**src/rtl/hrp_pkg.sv**
```systemverilog
package hrp_pkg;

  typedef enum logic [2:0] {
    ST_IDLE  = 3'd0,
    ST_LOOK  = 3'd1,
    ST_FETCH = 3'd2,
    ST_DRIVE = 3'd3,
    ST_HOLD  = 3'd4
  } hrp_state_e;

  localparam int HOLD_W = 3;

  // Drive-high length in clocks for a code; 0 means release only.
  function automatic logic [HOLD_W-1:0] hold_cycles(input logic [1:0] code);
    case (code)
      2'b01:   hold_cycles = 3'd1;
      2'b10:   hold_cycles = 3'd2;
      2'b11:   hold_cycles = 3'd4;
      default: hold_cycles = 3'd0;
    endcase
  endfunction

endpackage

```
**src/rtl/hrp_sync.sv**
```systemverilog
module hrp_sync #(
  parameter int         W   = 8,
  parameter logic [W-1:0] RST = '0
) (
  input  logic         clk,
  input  logic         rst_n,
  input  logic [W-1:0] d_async,
  output logic [W-1:0] q_sync
);

  logic [W-1:0] meta_q;
  logic [W-1:0] sync_q;

  for (genvar i = 0; i < W; i++) begin : g_bit
    always_ff @(posedge clk or negedge rst_n) begin
      if (!rst_n) begin
        meta_q[i] <= RST[i];
        sync_q[i] <= RST[i];
      end else begin
        meta_q[i] <= d_async[i];
        sync_q[i] <= meta_q[i];
      end
    end
  end

  assign q_sync = sync_q;

endmodule

```
**src/rtl/hrp_pfbuf.sv**
```systemverilog
module hrp_pfbuf #(
  parameter int AW = 12,
  parameter int DW = 32
) (
  input  logic          clk,
  input  logic          rst_n,
  input  logic          en,
  input  logic          launch,
  input  logic [AW-1:0] launch_addr,
  input  logic          inv,
  input  logic [AW-1:0] look_addr,
  input  logic          mem_vld,
  input  logic [DW-1:0] mem_rdata,
  output logic          req,
  output logic [AW-1:0] req_addr,
  output logic          busy,
  output logic          hit,
  output logic [DW-1:0] hit_data
);

  logic          pend_q, pend_d;
  logic          out_q,  out_d;
  logic          vld_q,  vld_d;
  logic [AW-1:0] tgt_q,  tgt_d;
  logic [AW-1:0] badr_q, badr_d;
  logic [DW-1:0] bdat_q, bdat_d;
  logic          fill_en;

  assign fill_en = out_q && mem_vld;

  always_comb begin
    pend_d = pend_q;
    out_d  = out_q;
    vld_d  = vld_q;
    tgt_d  = tgt_q;
    badr_d = badr_q;
    bdat_d = bdat_q;
    if (pend_q) begin
      pend_d = 1'b0;
      out_d  = 1'b1;
    end
    if (fill_en) begin
      out_d  = 1'b0;
      vld_d  = en;
      badr_d = tgt_q;
      bdat_d = mem_rdata;
    end
    if (launch) begin
      pend_d = 1'b1;
      tgt_d  = launch_addr;
      vld_d  = 1'b0;
    end
    if (inv || !en) begin
      vld_d = 1'b0;
    end
  end

  always_ff @(posedge clk or negedge rst_n) begin
    if (!rst_n) begin
      pend_q <= 1'b0;
      out_q  <= 1'b0;
      vld_q  <= 1'b0;
      tgt_q  <= '0;
      badr_q <= '0;
      bdat_q <= '0;
    end else begin
      pend_q <= pend_d;
      out_q  <= out_d;
      vld_q  <= vld_d;
      if (launch) tgt_q <= tgt_d;
      if (fill_en) begin
        badr_q <= badr_d;
        bdat_q <= bdat_d;
      end
    end
  end

  assign req      = pend_q;
  assign req_addr = tgt_q;
  assign busy     = pend_q || out_q;
  assign hit      = vld_q && (badr_q == look_addr);
  assign hit_data = bdat_q;

endmodule

```
**src/rtl/host_read_port.sv**
```systemverilog
module host_read_port
  import hrp_pkg::*;
#(
  parameter int AW  = 12,
  parameter int DW  = 32,
  parameter int IDW = 4
) (
  input  logic            clk,
  input  logic            rst_n,
  input  logic [IDW-1:0]  cfg_dev_id,
  input  logic            cfg_pf_en,
  input  logic            cfg_ack_drive,
  input  logic [1:0]      cfg_ack_time,
  input  logic            h_cs_n,
  input  logic            h_rnw,
  input  logic [DW/8-1:0] h_bs_n,
  input  logic [IDW-1:0]  h_id,
  input  logic [AW-1:0]   h_addr,
  output logic [DW-1:0]   h_data,
  output logic            h_data_oe,
  output logic            h_ack_n,
  output logic            h_ack_oe,
  output logic            mem_req,
  output logic [AW-1:0]   mem_addr,
  input  logic            mem_vld,
  input  logic [DW-1:0]   mem_rdata
);

  localparam int NBS = DW / 8;
  localparam int SW  = 2 + NBS + IDW + AW;
  localparam logic [SW-1:0] SYNC_RST = {1'b1, 1'b0, {NBS{1'b1}}, {(IDW + AW){1'b0}}};

  // Synchronized host inputs
  logic [SW-1:0]  sync_in, sync_out;
  logic           cs_n_s, rnw_s;
  logic [NBS-1:0] bs_n_s;
  logic [IDW-1:0] id_s;
  logic [AW-1:0]  addr_s;

  assign sync_in = {h_cs_n, h_rnw, h_bs_n, h_id, h_addr};

  hrp_sync #(.W(SW), .RST(SYNC_RST)) u_sync (
    .clk     (clk),
    .rst_n   (rst_n),
    .d_async (sync_in),
    .q_sync  (sync_out)
  );

  assign {cs_n_s, rnw_s, bs_n_s, id_s, addr_s} = sync_out;

  // Strobe edge detection
  logic bs_act, bs_act_q, bs_fall, bs_rise, start, id_hit;

  assign bs_act  = ~&bs_n_s;
  assign bs_fall = bs_act && !bs_act_q;
  assign bs_rise = !bs_act && bs_act_q;
  assign start   = bs_fall && !cs_n_s && rnw_s;
  assign id_hit  = (id_s == cfg_dev_id);

  // Access state
  hrp_state_e        state_q, state_d;
  logic [AW-1:0]     addr_q, addr_d;
  logic [DW-1:0]     data_q, data_d;
  logic [HOLD_W-1:0] cnt_q, cnt_d;
  logic              addr_en, data_en, cnt_en;

  logic              is_reg, dem_req, launch, inv;
  logic [AW-1:0]     next_addr;
  logic              pf_req, pf_busy, pf_hit;
  logic [AW-1:0]     pf_addr;
  logic [DW-1:0]     pf_data;
  logic [HOLD_W-1:0] hold_len;
  logic              hold_on;

  assign is_reg    = addr_q[AW-1];
  assign next_addr = {1'b0, addr_q[AW-2:0] + {{(AW-2){1'b0}}, 1'b1}};
  assign hold_len  = hold_cycles(cfg_ack_time);
  assign hold_on   = cfg_ack_drive && (hold_len != '0);

  hrp_pfbuf #(.AW(AW), .DW(DW)) u_pf (
    .clk         (clk),
    .rst_n       (rst_n),
    .en          (cfg_pf_en),
    .launch      (launch),
    .launch_addr (next_addr),
    .inv         (inv),
    .look_addr   (addr_q),
    .mem_vld     (mem_vld),
    .mem_rdata   (mem_rdata),
    .req         (pf_req),
    .req_addr    (pf_addr),
    .busy        (pf_busy),
    .hit         (pf_hit),
    .hit_data    (pf_data)
  );

  always_comb begin
    state_d = state_q;
    addr_d  = addr_q;
    data_d  = data_q;
    cnt_d   = cnt_q;
    dem_req = 1'b0;
    launch  = 1'b0;
    inv     = 1'b0;
    unique case (state_q)
      ST_IDLE: begin
        if (start && id_hit) begin
          addr_d  = addr_s;
          state_d = ST_LOOK;
        end
      end
      ST_LOOK: begin
        if (!pf_busy) begin
          if (is_reg || !(cfg_pf_en && pf_hit)) begin
            inv     = 1'b1;
            dem_req = 1'b1;
            state_d = ST_FETCH;
          end else begin
            data_d  = pf_data;
            launch  = 1'b1;
            state_d = ST_DRIVE;
          end
        end
      end
      ST_FETCH: begin
        if (mem_vld) begin
          data_d  = mem_rdata;
          launch  = cfg_pf_en && !is_reg;
          state_d = ST_DRIVE;
        end
      end
      ST_DRIVE: begin
        if (bs_rise) begin
          if (hold_on && (hold_len > 3'd1)) begin
            cnt_d   = hold_len - 3'd1;
            state_d = ST_HOLD;
          end else begin
            state_d = ST_IDLE;
          end
        end
      end
      ST_HOLD: begin
        if (start && id_hit) begin
          addr_d  = addr_s;
          state_d = ST_LOOK;
        end else if (cnt_q <= 3'd1) begin
          state_d = ST_IDLE;
        end else begin
          cnt_d = cnt_q - 3'd1;
        end
      end
      default: state_d = ST_IDLE;
    endcase
  end

  assign addr_en = (addr_d != addr_q);
  assign data_en = (state_q == ST_LOOK) || (state_q == ST_FETCH);
  assign cnt_en  = (state_q == ST_DRIVE) || (state_q == ST_HOLD);

  always_ff @(posedge clk or negedge rst_n) begin
    if (!rst_n) begin
      state_q  <= ST_IDLE;
      addr_q   <= '0;
      data_q   <= '0;
      cnt_q    <= '0;
      bs_act_q <= 1'b0;
    end else begin
      state_q  <= state_d;
      bs_act_q <= bs_act;
      if (addr_en) addr_q <= addr_d;
      if (data_en) data_q <= data_d;
      if (cnt_en)  cnt_q  <= cnt_d;
    end
  end

  // Host-side drive
  logic in_drive, in_hold;
  assign in_drive = (state_q == ST_DRIVE);
  assign in_hold  = (state_q == ST_HOLD);

  assign h_data    = data_q;
  assign h_data_oe = in_drive && !bs_rise;
  assign h_ack_n   = !(in_drive && !bs_rise);
  assign h_ack_oe  = (in_drive && (!bs_rise || hold_on)) || in_hold;

  // Internal port
  assign mem_req  = dem_req || pf_req;
  assign mem_addr = pf_req ? pf_addr : addr_q;

endmodule

```
**config.mk**
```make
export PLATFORM = sky130hd
export DESIGN_NAME = host_read_port
export DESIGN_NICKNAME = d
export VERILOG_FILES = /design/src/rtl/hrp_pkg.sv /design/src/rtl/hrp_sync.sv /design/src/rtl/hrp_pfbuf.sv /design/src/rtl/host_read_port.sv
export SDC_FILE = /design/constraint.sdc
export NUM_CORES = 1
export LEC_CHECK = 0
export ABC_AREA = 1
export BUFFER_PORTS_ARGS = -buffer_cell sky130_fd_sc_hd__buf_4
export CAP_MARGIN = 25
export CORE_MARGIN = 4
export CORE_UTILIZATION = 40
export CTS_CLUSTER_DIAMETER = 200
export DETAILED_ROUTE_END_ITERATION = 10
export PLACE_DENSITY_LB_ADDON = 0.3
export SYNTH_ARGS = -nofsm -noshare
export SYNTH_HDL_FRONTEND = slang
export SYNTH_SLANG_ARGS = --single-unit
```
**constraint.sdc**
```tcl
create_clock -name clk -period 1.7 [get_ports clk]
set_input_delay 0.085 -clock clk [delete_from_list [all_inputs] [get_ports clk]]
set_output_delay 0.085 -clock clk [all_outputs]
set_load 0.01 [all_outputs]
```
==> impl_metrics.csv, run 1 <==
group,metric,value,unit
run_status,status,"completed",
routing,antenna_left,0,
finish,layout.nets,1033,
power,p_int,9.07,mW
yosys,synthArstFlopShare,100,%
critical_path,rr_worst_depth,12,
clock_network,clkTransAtPathRegs,60,ps
worst_hold_path,hp-class,"in2reg",
yosys,synth-seq-cells,152,
clock_network,cts.htree.levels,4,
routing,wire_per_inst,12.7,microns
place,place_area,7870,sq um
critical_path,path_buf_inv,3,
finish,diodes,0,
floorplan,dieArea,18700,sq um
critical_path,critPathLaunch,"addr_q[2]",
critical_path,cp_data_arrival_time,1590,ps
yosys,synthTopCellsByArea,"dfrtp_1, nand2_1, o21ai_0, inv_1, dfstp_2",
routing,first_iter_violations,373,
clock_network,cts_tree,"built",
critical_path,critPathTopFamily,"simple AND/OR/NAND/NOR gates",
timing,fin_crit_sh,98.5,%
clock_network,cts.path.max_buffers,2,
power,power_frac_seq,38.3,%
timing,grt_setup_unrepaired,"yes",
critical_path,critical_path_cell_count,9,
timing,setup_violations,0,
timing,worst_pin_slew,456,ps
global_routing,grt_antenna_before_repair,0,
critical_path,cp-end-kind,"primary output",
clock_network,clock_sinks,152,
yosys,syn_avg_cell_area,8.76,sq um
critical_path,critPathMaxFanout,3,
yosys,synth-edff-count,0,
global_routing,grt-ovfl-total,0,
timing,hold_ws,159,ps
floorplan,die_x,137,microns
power,p_comb_share,33.1,%
critical_path,cp.required,1620,ps
finish,drive_above_1_share,26.8,%
timing,slew_viol_final,0,
worst_hold_path,whs_path_depth,5,
critical_path,crit_path_end,"mem_req",
floorplan,die_h,137,microns
clock_network,cts_buffers,17,
yosys,synth_top_area_share,53.5,%
power,ir_drop,910,uV
flow_run,maxCapViolations,0,
power,swShare,34.4,%
critical_path,cp_slowest_cell,"dfrtp_1",
timing,max_slew_margin,69.6,%
floorplan,rows,46,
floorplan,core_area,16100,sq um
clock_network,root_buffer,"clkbuf_16",
global_routing,grt_pass1_vias,5176,
timing,max_freq,597,MHz
finish,multi_input_area,2290,sq um
yosys,syn-num-nets,830,
timing,hold_violations,0,
timing,fin_crit,1680,ps
yosys,synth_area,6640,sq um
yosys,synth_flop_cell,"dfrtp_1",
routing,drt_wl_total,15.2,mm
critical_path,crit_path_cell_trace,"inv_2 > nand2_1 > nand2_1 > nand2_1 > nor2_4 > nand3_2 > inv_1 > o21bai_1 > buf_4",
critical_path,rr_startpoint,"addr_q[2]",
floorplan,pin_count,113,
place,dp_hpwl,9.94,mm
yosys,ys_seq_area_share,57.5,%
routing,routed_via_density,4.54,
power,pwr-share-clk,28.7,%
global_routing,grt_pass1_wl,25.2,mm
place,io_buffers,112,
finish,area_growth,40.3,%
routing,first_pass_iters,5,
yosys,synthCells,758,
place,gp_congestion,0.812,
timing,finClkSkew,6.33,ps
critical_path,r2r_slack,70,ps
floorplan,initial_core_util,41.3,%
finish,final_cell_area,9320,sq um
global_routing,grt_max_degree,65,
critical_path,crit_top_cell,"nand2_1",
timing,setup_ws,25.0,ps
yosys,ys_types,31,
yosys,yosysWarnings,0,
global_routing,grt_util_all_layers,17.1,%
critical_path,regToRegEndpoint,"h_data[13]",
place,place_ws,47.2,ps
critical_path,crit_type,"reg2out",
clock_network,clock_latency,420,ps
power,power.density,1490,nW/um^2
power,power.leakage,4.79,nW
routing,num_vias,5402,
yosys,yosys.area.top_type,"dfrtp_1",
finish,area.sequential,3820,sq um
finish,fill_cells,1362,
critical_path,crit_path_start_kind,"flip-flop",
power,switchingPower,4.76,mW
critical_path,cpPeakStageDelay,400,ps
routing,drc,0,
==> timing repair <==
action                     4_1_cts  5_1_grt
setup endpoints to repair        3       42
hold buffers                    57        0
hold endpoints to repair       130        0
setup buffers                   12       11
pin swaps                        4        6
gates resized for setup          7       22
==> worst min-delay path by stage <==
stage                                from          endpoint  slack [ps]
after floorplan                     rst_n         addr_q[0]        -210
after global placement              rst_n  u_sync.q_sync[5]          50
after detailed placement            rst_n  u_sync.q_sync[5]          50
after CTS                 cfg_ack_time[0]          cnt_q[0]         150
after global routing      cfg_ack_time[0]          cnt_q[0]         190
final                     cfg_ack_time[0]          cnt_q[0]         160
==> routing by layer <==
layer  track usage, %  wire length [microns]  up-vias
li1                 -                      -     2786
met1             22.7                   6880     2491
met2             28.3                   7440      111
met3             3.71                    662       14
met4             5.27                    176        0
met5                0                      0        -
==> power groups by stage <==
| stage | clock, mW | combinational, mW | sequential [mW] |
|---|---|---|---|
| 2_1_floorplan | 0 | 2.65 | 5.34 |
| 3_3_place_gp | 0 | 4.20 | 5.33 |
| 3_5_place_dp | 0 | 4.27 | 5.34 |
| 4_1_cts | 4.06 | 4.46 | 5.29 |
| 5_1_grt | 4.23 | 5.22 | 5.42 |
| 6_report | 3.97 | 4.58 | 5.29 |
==> logic make-up (layout without fill, tap and decap cells) <==
logic type               Yosys count  in the layout  synth area share (%)
flip-flops                       152            152                  57.5
multiplexers                       1              1                 0.170
XOR/XNOR                          13             13                  1.72
buffers and inverters            147            363                  8.97
AO/OA/AOI/OAI                    121            121                  9.24
adder cells (fa/ha/maj)            7              7                  1.32
AND/OR/NAND/NOR                  317            317                  21.1
==> registers in the layout (all words and copies together) (netlist names) <==
| register | cells |
|---|---|
| cnt_q | 3 |
| u_pf.hit_data | 32 |
| h_data | 32 |
| addr_q | 12 |
| bs_act_q | 1 |
| state_q | 3 |
| u_pf.vld_q | 1 |
| u_pf.req_addr | 11 |
| u_pf.out_q | 1 |
| u_pf.req | 1 |
| u_sync.meta_q | 22 |
| u_pf.badr_q | 11 |
| u_sync.q_sync | 22 |
==> synth_stat cells, types with 3 or more instances <==
| cell | number |
|---|---|
| o21ai_0 | 102 |
| dfstp_2 | 10 |
| inv_2 | 9 |
| dfrtp_1 | 142 |
| nand2_1 | 220 |
| nand2_2 | 21 |
| ha_1 | 7 |
| nand4_1 | 35 |
| buf_2 | 8 |
| clkbuf_1 | 20 |
| o21ai_1 | 10 |
| nor2_2 | 3 |
| nand3_1 | 11 |
| a21oi_1 | 5 |
| buf_4 | 3 |
| buf_6 | 3 |
| nor2_1 | 18 |
| inv_1 | 103 |
| xor2_1 | 12 |
==> cell usage in the layout (no fill, tap or decap), drive strengths merged, types with 12 or more instances in the layout <==
| master | instances |
|---|---|
| inv | 113 |
| dlygate4sd3 | 57 |
| buf | 161 |
| dfrtp | 142 |
| nand2 | 242 |
| xor2 | 12 |
| nand4 | 35 |
| clkbuf | 18 |
| nand3 | 14 |
| o21ai | 112 |
| nor2 | 22 |
==> metrics by stage <==
step	utilization [%]	setup TNS [ps]	power (mW)	cells
5_1_grt	58.0	-570	14.9	1190
2_1_floorplan	-	0	7.99	758
3_5_place_dp	49.0	0	9.61	1079
6_report	58.0	0	13.8	1190
3_3_place_gp	49.0	0	9.53	1079
4_1_cts	57.1	-8.38	13.8	1179
==> worst min-delay path: cells and delay by family <==
| family | cells | cell delay (ps) |
|---|---|---|
| AOI/OAI and AO/OA | 2 | 150 |
| buffers and inverters | 1 | 90 |
| adders and majority gates | 1 | 150 |
| and+or+nand+nor | 1 | 70 |
==> final cells by class <==
cell class	instances	area share (%)
Sequential cell	152	41.0
Timing Repair Buffer	218	20.2
Multi-Input combinational cell	459	24.6
Clock inverter	14	2.14
Clock buffer	18	4.61
Tap cell	216	2.90
Inverter	113	4.55
(Power assumes the default switching activity.)
==> run 2, diff against run 1 <==
- CORE_MARGIN: 4 -> unset
- GPL_TIMING_DRIVEN: unset -> 0
- MAX_ROUTING_LAYER: unset -> met4
==> impl_metrics.csv, run 2 (synthesis results as in run 1) <==
group,metric,value,unit
run_status,status,"complete, but fails checks",
run_status,violations,"setup timing",
power,power.leakage,4.76,nW
routing,antenna_left,0,
global_routing,grtUsageMet2,33.8,%
floorplan,die_h,131,microns
critical_path,cp-end-kind,"primary output",
routing,routed_via_density,4.76,
finish,fill_cells,1375,
routing,first_pass_iters,6,
finish,layout.nets,1038,
clock_network,clkTransAtPathRegs,60,ps
floorplan,die_x,131,microns
critical_path,cp_data_arrival_time,1680,ps
floorplan,core_area,16100,sq um
floorplan,pin_count,113,
timing,setup_ws,-63.0,ps
global_routing,busiest_layer,"met2",
global_routing,grt_max_degree,87,
critical_path,crit_type,"reg2out",
clock_network,root_buffer,"clkbuf_16",
routing,first_iter_violations,355,
power,finalPower,14.0,mW
timing,hold_violations,0,
clock_network,cts.htree.levels,4,
routing,wire_per_inst,13.7,microns
clock_network,clock_sinks,152,
critical_path,cp.required,1620,ps
timing,slew_viol_final,0,
routing,drt_wl_total,16.3,mm
power,p_comb_share,33.0,%
timing,fin_crit,1760,ps
finish,multi_input_area,2320,sq um
clock_network,clock_latency,420,ps
global_routing,met1_usage,25.3,%
global_routing,grt_pass1_vias,5399,
finish,area_growth,39.7,%
timing,setup_violations,1,
floorplan,rows,46,
floorplan,initial_core_util,41.3,%
global_routing,grt_util_all_layers,20.7,%
timing,max_freq,567,MHz
clock_network,cts_tree,"built",
critical_path,critPathMaxFanout,4,
place,dp_hpwl,10.4,mm
clock_network,cts_buffers,17,
routing,num_vias,5689,
worst_hold_path,hp-class,"in2reg",
power,pwr-share-clk,29.0,%
global_routing,grt_pass1_wl,26.1,mm
power,ir_drop,804,uV
finish,diodes,0,
critical_path,crit_path_start_kind,"flip-flop",
timing,max_slew_margin,45.6,%
finish,drive_above_1_share,27.7,%
finish,layout_commonest_cell,"nand2_1",
global_routing,met3_usage,3.91,%
timing,fin_crit_sh,104,%
floorplan,dieArea,17100,sq um
timing,finClkSkew,9.52,ps
power,switchingPower,4.85,mW
routing,drc,0,
timing,worst_pin_slew,816,ps
power,power_frac_seq,37.9,%
power,p_int,9.12,mW
finish,area.sequential,3820,sq um
place,gp_congestion,0.828,
global_routing,grt-ovfl-total,0,
place,io_buffers,112,
power,power.density,1510,nW/um^2
finish,final_cell_mix,"nand2_1, dfrtp_1, buf_4",
clock_network,cts.path.max_buffers,2,
timing,grt_setup_unrepaired,"yes",
finish,final_util,57.7,%
power,swShare,34.7,%
global_routing,grt_antenna_before_repair,0,
flow_run,maxCapViolations,0,
-- run 2: changes by cell type in the layout (fill, tap and decap cells not counted), sizes merged --
cell,before,now
clkinv,6,5
buf,161,146
clkbuf,18,41
clkinvlp,4,2
-- run 2: cell type report --
| type | instances | share of cell area, % |
|---|---|---|
| Inverter | 113 | 4.60 |
| Clock buffer | 21 | 5.07 |
| Tap cell | 216 | 2.91 |
| Clock inverter | 11 | 1.81 |
| Timing Repair Buffer | 189 | 17.1 |
| Buffer | 34 | 2.24 |
| Multi-Input combinational cell | 459 | 25.0 |
| Sequential cell | 152 | 41.2 |
-- run 2: power groups by stage --
stage	Sequential [mW]	Clock, mW	Combinational [mW]
5_1_grt	5.41	4.26	5.23
4_1_cts	5.28	4.12	4.45
2_1_floorplan	5.34	0	2.65
3_5_place_dp	5.32	0	4.27
3_3_place_gp	5.30	0	4.18
6_report	5.30	4.06	4.61
-- run 2: worst paths after layout --
| check | startpoint | to | cells past startpoint | slack (ps) |
|---|---|---|---|---|
| max in group asynchronous | rst_n | u_sync.q_sync[21] | 3 | 580 |
| worst max register to register | addr_q[0] | u_pf.req_addr[8] | 7 | 30 |
| min in group asynchronous | rst_n | u_sync.q_sync[6] | 2 | 300 |
| worst min register to register | u_sync.meta_q[7] | u_sync.q_sync[7] | 0 | 350 |
| worst min-delay path | cfg_ack_time[0] | cnt_q[0] | 5 | 150 |
| worst max-delay path | addr_q[7] | mem_req | 10 | -60 |
-- run 2: repair_timing --
| item | 4_1_cts | 5_1_grt |
|---|---|---|
| hold buffers | 57 | 0 |
| pin swaps | 1 | 9 |
| hold endpoints to repair | 141 | 0 |
| gates resized for setup | 21 | 54 |
| endpoints found under the setup margin | 71 | 81 |
| setup buffers | 4 | 15 |
-- run 2: worst max-delay path: stages (launching register included) --
cell      delay, ps
dfrtp_1         440
inv_2           120
nand2_2          50
nand2_1          60
clkinv_1         70
nand2_2          80
nor2_4           50
nand3_4          70
inv_2            30
o21bai_1        140
buf_4           150
-- run 2: through the flow --
step | setup WS, ps | instances | hold WS [ps] | cell area [sq um] | setup TNS, ps
2_1_floorplan | 201 | 758 | -211 | 6640 | 0
3_3_place_gp | -218 | 1086 | 194 | 7750 | -30110
3_5_place_dp | -99.4 | 1087 | 195 | 7780 | -1520
4_1_cts | -120 | 1180 | 151 | 9060 | -120
5_1_grt | -135 | 1195 | 186 | 9270 | -1600
6_report | -63.0 | 1195 | 153 | 9270 | -63.0
-- run 2: layer usage --
layer  vias to the layer above  share of wire [%]
li1                       2794                  -
met1                      2718                 45
met2                       144                 49
met4                         0                2.0
met5                         -                  0
met3                        33                3.7
==> run 3, diff against run 2 <==
- BUFFER_PORTS_ARGS: -buffer_cell sky130_fd_sc_hd__buf_4 -> unset
- DONT_BUFFER_PORTS: unset -> 1
==> impl_metrics.csv, run 3 (synthesis results as in run 1) <==
group,metric,value,unit
run_status,status,"complete, but fails checks",
run_status,violations,"hold timing",
global_routing,grt_pass1_vias,4813,
routing,first_pass_iters,5,
finish,layout.nets,922,
floorplan,pin_count,113,
global_routing,grt_util_all_layers,19.6,%
finish,multi_input_area,2340,sq um
finish,area_growth,26.0,%
timing,slew_viol_final,0,
timing,max_freq,595,MHz
timing,finClkSkew,6.38,ps
place,io_buffers,0,
timing,grt_setup_unrepaired,"yes",
critical_path,cp_slowest_cell,"dfstp_2",
finish,diodes,0,
critical_path,cp.required,1620,ps
clock_network,cts.path.max_buffers,2,
global_routing,grt_antenna_before_repair,0,
clock_network,clkTransAtPathRegs,60,ps
routing,routed_via_density,4.75,
critical_path,crit_path_cell_trace,"nand2_1 > nor2_4 > a21oi_4 > inv_1 > nand2_1",
clock_network,cts.htree.levels,4,
routing,num_vias,5127,
critical_path,crit_path_start_kind,"flip-flop",
floorplan,initial_core_util,41.3,%
critical_path,critPathMaxFanout,3,
routing,topRoutingLayerUsed,"met4",
global_routing,grt_pass1_wl,24.4,mm
routing,drt-met1-wl,7.07,mm
routing,first_iter_violations,283,
floorplan,core_area,16100,sq um
critical_path,path_buf_inv,1,
clock_network,cts_buffers,17,
clock_network,clock_sinks,152,
power,p_comb_share,29.7,%
global_routing,grt_max_degree,153,
finish,area.sequential,3820,sq um
global_routing,grt-ovfl-total,0,
power,swShare,36.4,%
power,switchingPower,4.74,mW
clock_network,hold_buffers,56,
critical_path,crit_top_cell,"nand2_1",
floorplan,rows,46,
routing,antenna_left,0,
timing,fin_crit_sh,98.8,%
worst_hold_path,hp-class,"in2async",
finish,final_cell_mix,"nand2_1, dfrtp_1, inv_1",
critical_path,cp-end-kind,"primary output",
finish,final_util,52.1,%
power,power.leakage,4.16,nW
routing,drc,0,
place,dp_hpwl,10.0,mm
power,power.density,1560,nW/um^2
critical_path,crit_type,"reg2out",
place,gp_congestion,0.836,
timing,fin_crit,1680,ps
power,pwr-share-clk,28.3,%
clock_network,root_buffer,"clkbuf_16",
power,finalPower,13.0,mW
finish,fill_cells,1455,
timing,hold_ws,-641,ps
timing,setup_violations,0,
finish,drive_above_1_share,17.8,%
finish,layout_commonest_cell,"nand2_1",
floorplan,die_x,131,microns
routing,wire_per_inst,14.4,microns
flow_run,maxCapViolations,0,
floorplan,dieArea,17100,sq um
routing,wl_met2,7.47,mm
timing,hold_violations,152,
routing,drt_wl_total,15.5,mm
clock_network,clock_latency,420,ps
critical_path,cpPeakStageDelay,520,ps
critical_path,r2r_slack,30,ps
timing,worst_pin_slew,662,ps
critical_path,critPathTopFamily,"flip-flops",
clock_network,cts_tree,"built",
critical_path,cp_data_arrival_time,1590,ps
timing,max_slew_margin,55.4,%
power,ir_drop,854,uV
floorplan,die_h,131,microns
routing,wl_met3,694,microns
power,power_frac_seq,42.0,%
power,p_int,8.29,mW
-- run 3: cell types whose count changed in the layout (fill, tap and decap cells not counted), sizes merged --
cell / previous run / this run
inv: 113 / 116
bufinv: 4 / 2
buf: 146 / 29
clkinvlp: 2 / 4
dlygate4sd3: 57 / 56
clkinv: 5 / 4
-- run 3: per-layer routing --
layer | global-route usage (%) | vias to the layer above
li1 | - | 2572
met5 | - | -
met1 | 24.3 | 2425
met3 | 5.05 | 30
met2 | 30.9 | 100
met4 | 7.30 | 0
-- run 3: timing repair --
item                       in CTS  in global routing
gates cloned                    0                  1
resized for setup              24                 59
pin swaps                       1                  9
hold endpoints to repair      237                152
setup endpoints to repair      80                 96
setup buffers                   5                 11
-- run 3: metrics by stage --
step	TNS [ps]	instances	cell area (sq um)	setup WS, ps	hold WS [ps]
floorplan	0	758	6640	201	-211
global placement	-1650	974	6910	-94.8	-206
global route	-2750	1079	8360	-101	-665
detailed placement	-1880	974	6910	-105	-205
CTS	-45.8	1067	8130	-45.8	-664
finish	0	1079	8360	20.6	-641
-- run 3: final timing paths --
check	startpoint	endpoint	cells after the start
worst max-delay path	u_sync.q_sync[17]	h_ack_oe	5
worst min-delay path	rst_n	u_sync.meta_q[6]	0
worst max register to register	addr_q[4]	h_data[13]	11
worst min register to register	u_sync.meta_q[15]	u_sync.q_sync[15]	0
max in group asynchronous	rst_n	u_pf.badr_q[3]	0
min in group clk	cfg_ack_time[0]	cnt_q[0]	4
-- run 3: layout make-up --
cell class | count | area share, %
plain buffers | 34 | 2.57
clock buffers | 19 | 5.18
clock inverters | 13 | 1.75
inverters | 113 | 5.10
multi-input cells | 459 | 28.0
flip-flops and latches | 152 | 45.7
well taps | 216 | 3.23
repair buffers | 73 | 8.44
-- run 3: power by group through the flow --
stage,registers (mW),clock network [mW],logic [mW]
finish,5.48,3.69,3.87
detailed placement,5.50,0,3.40
global route,5.62,3.92,4.43
global placement,5.48,0,3.34
CTS,5.45,3.77,3.58
floorplan,5.34,0,2.65
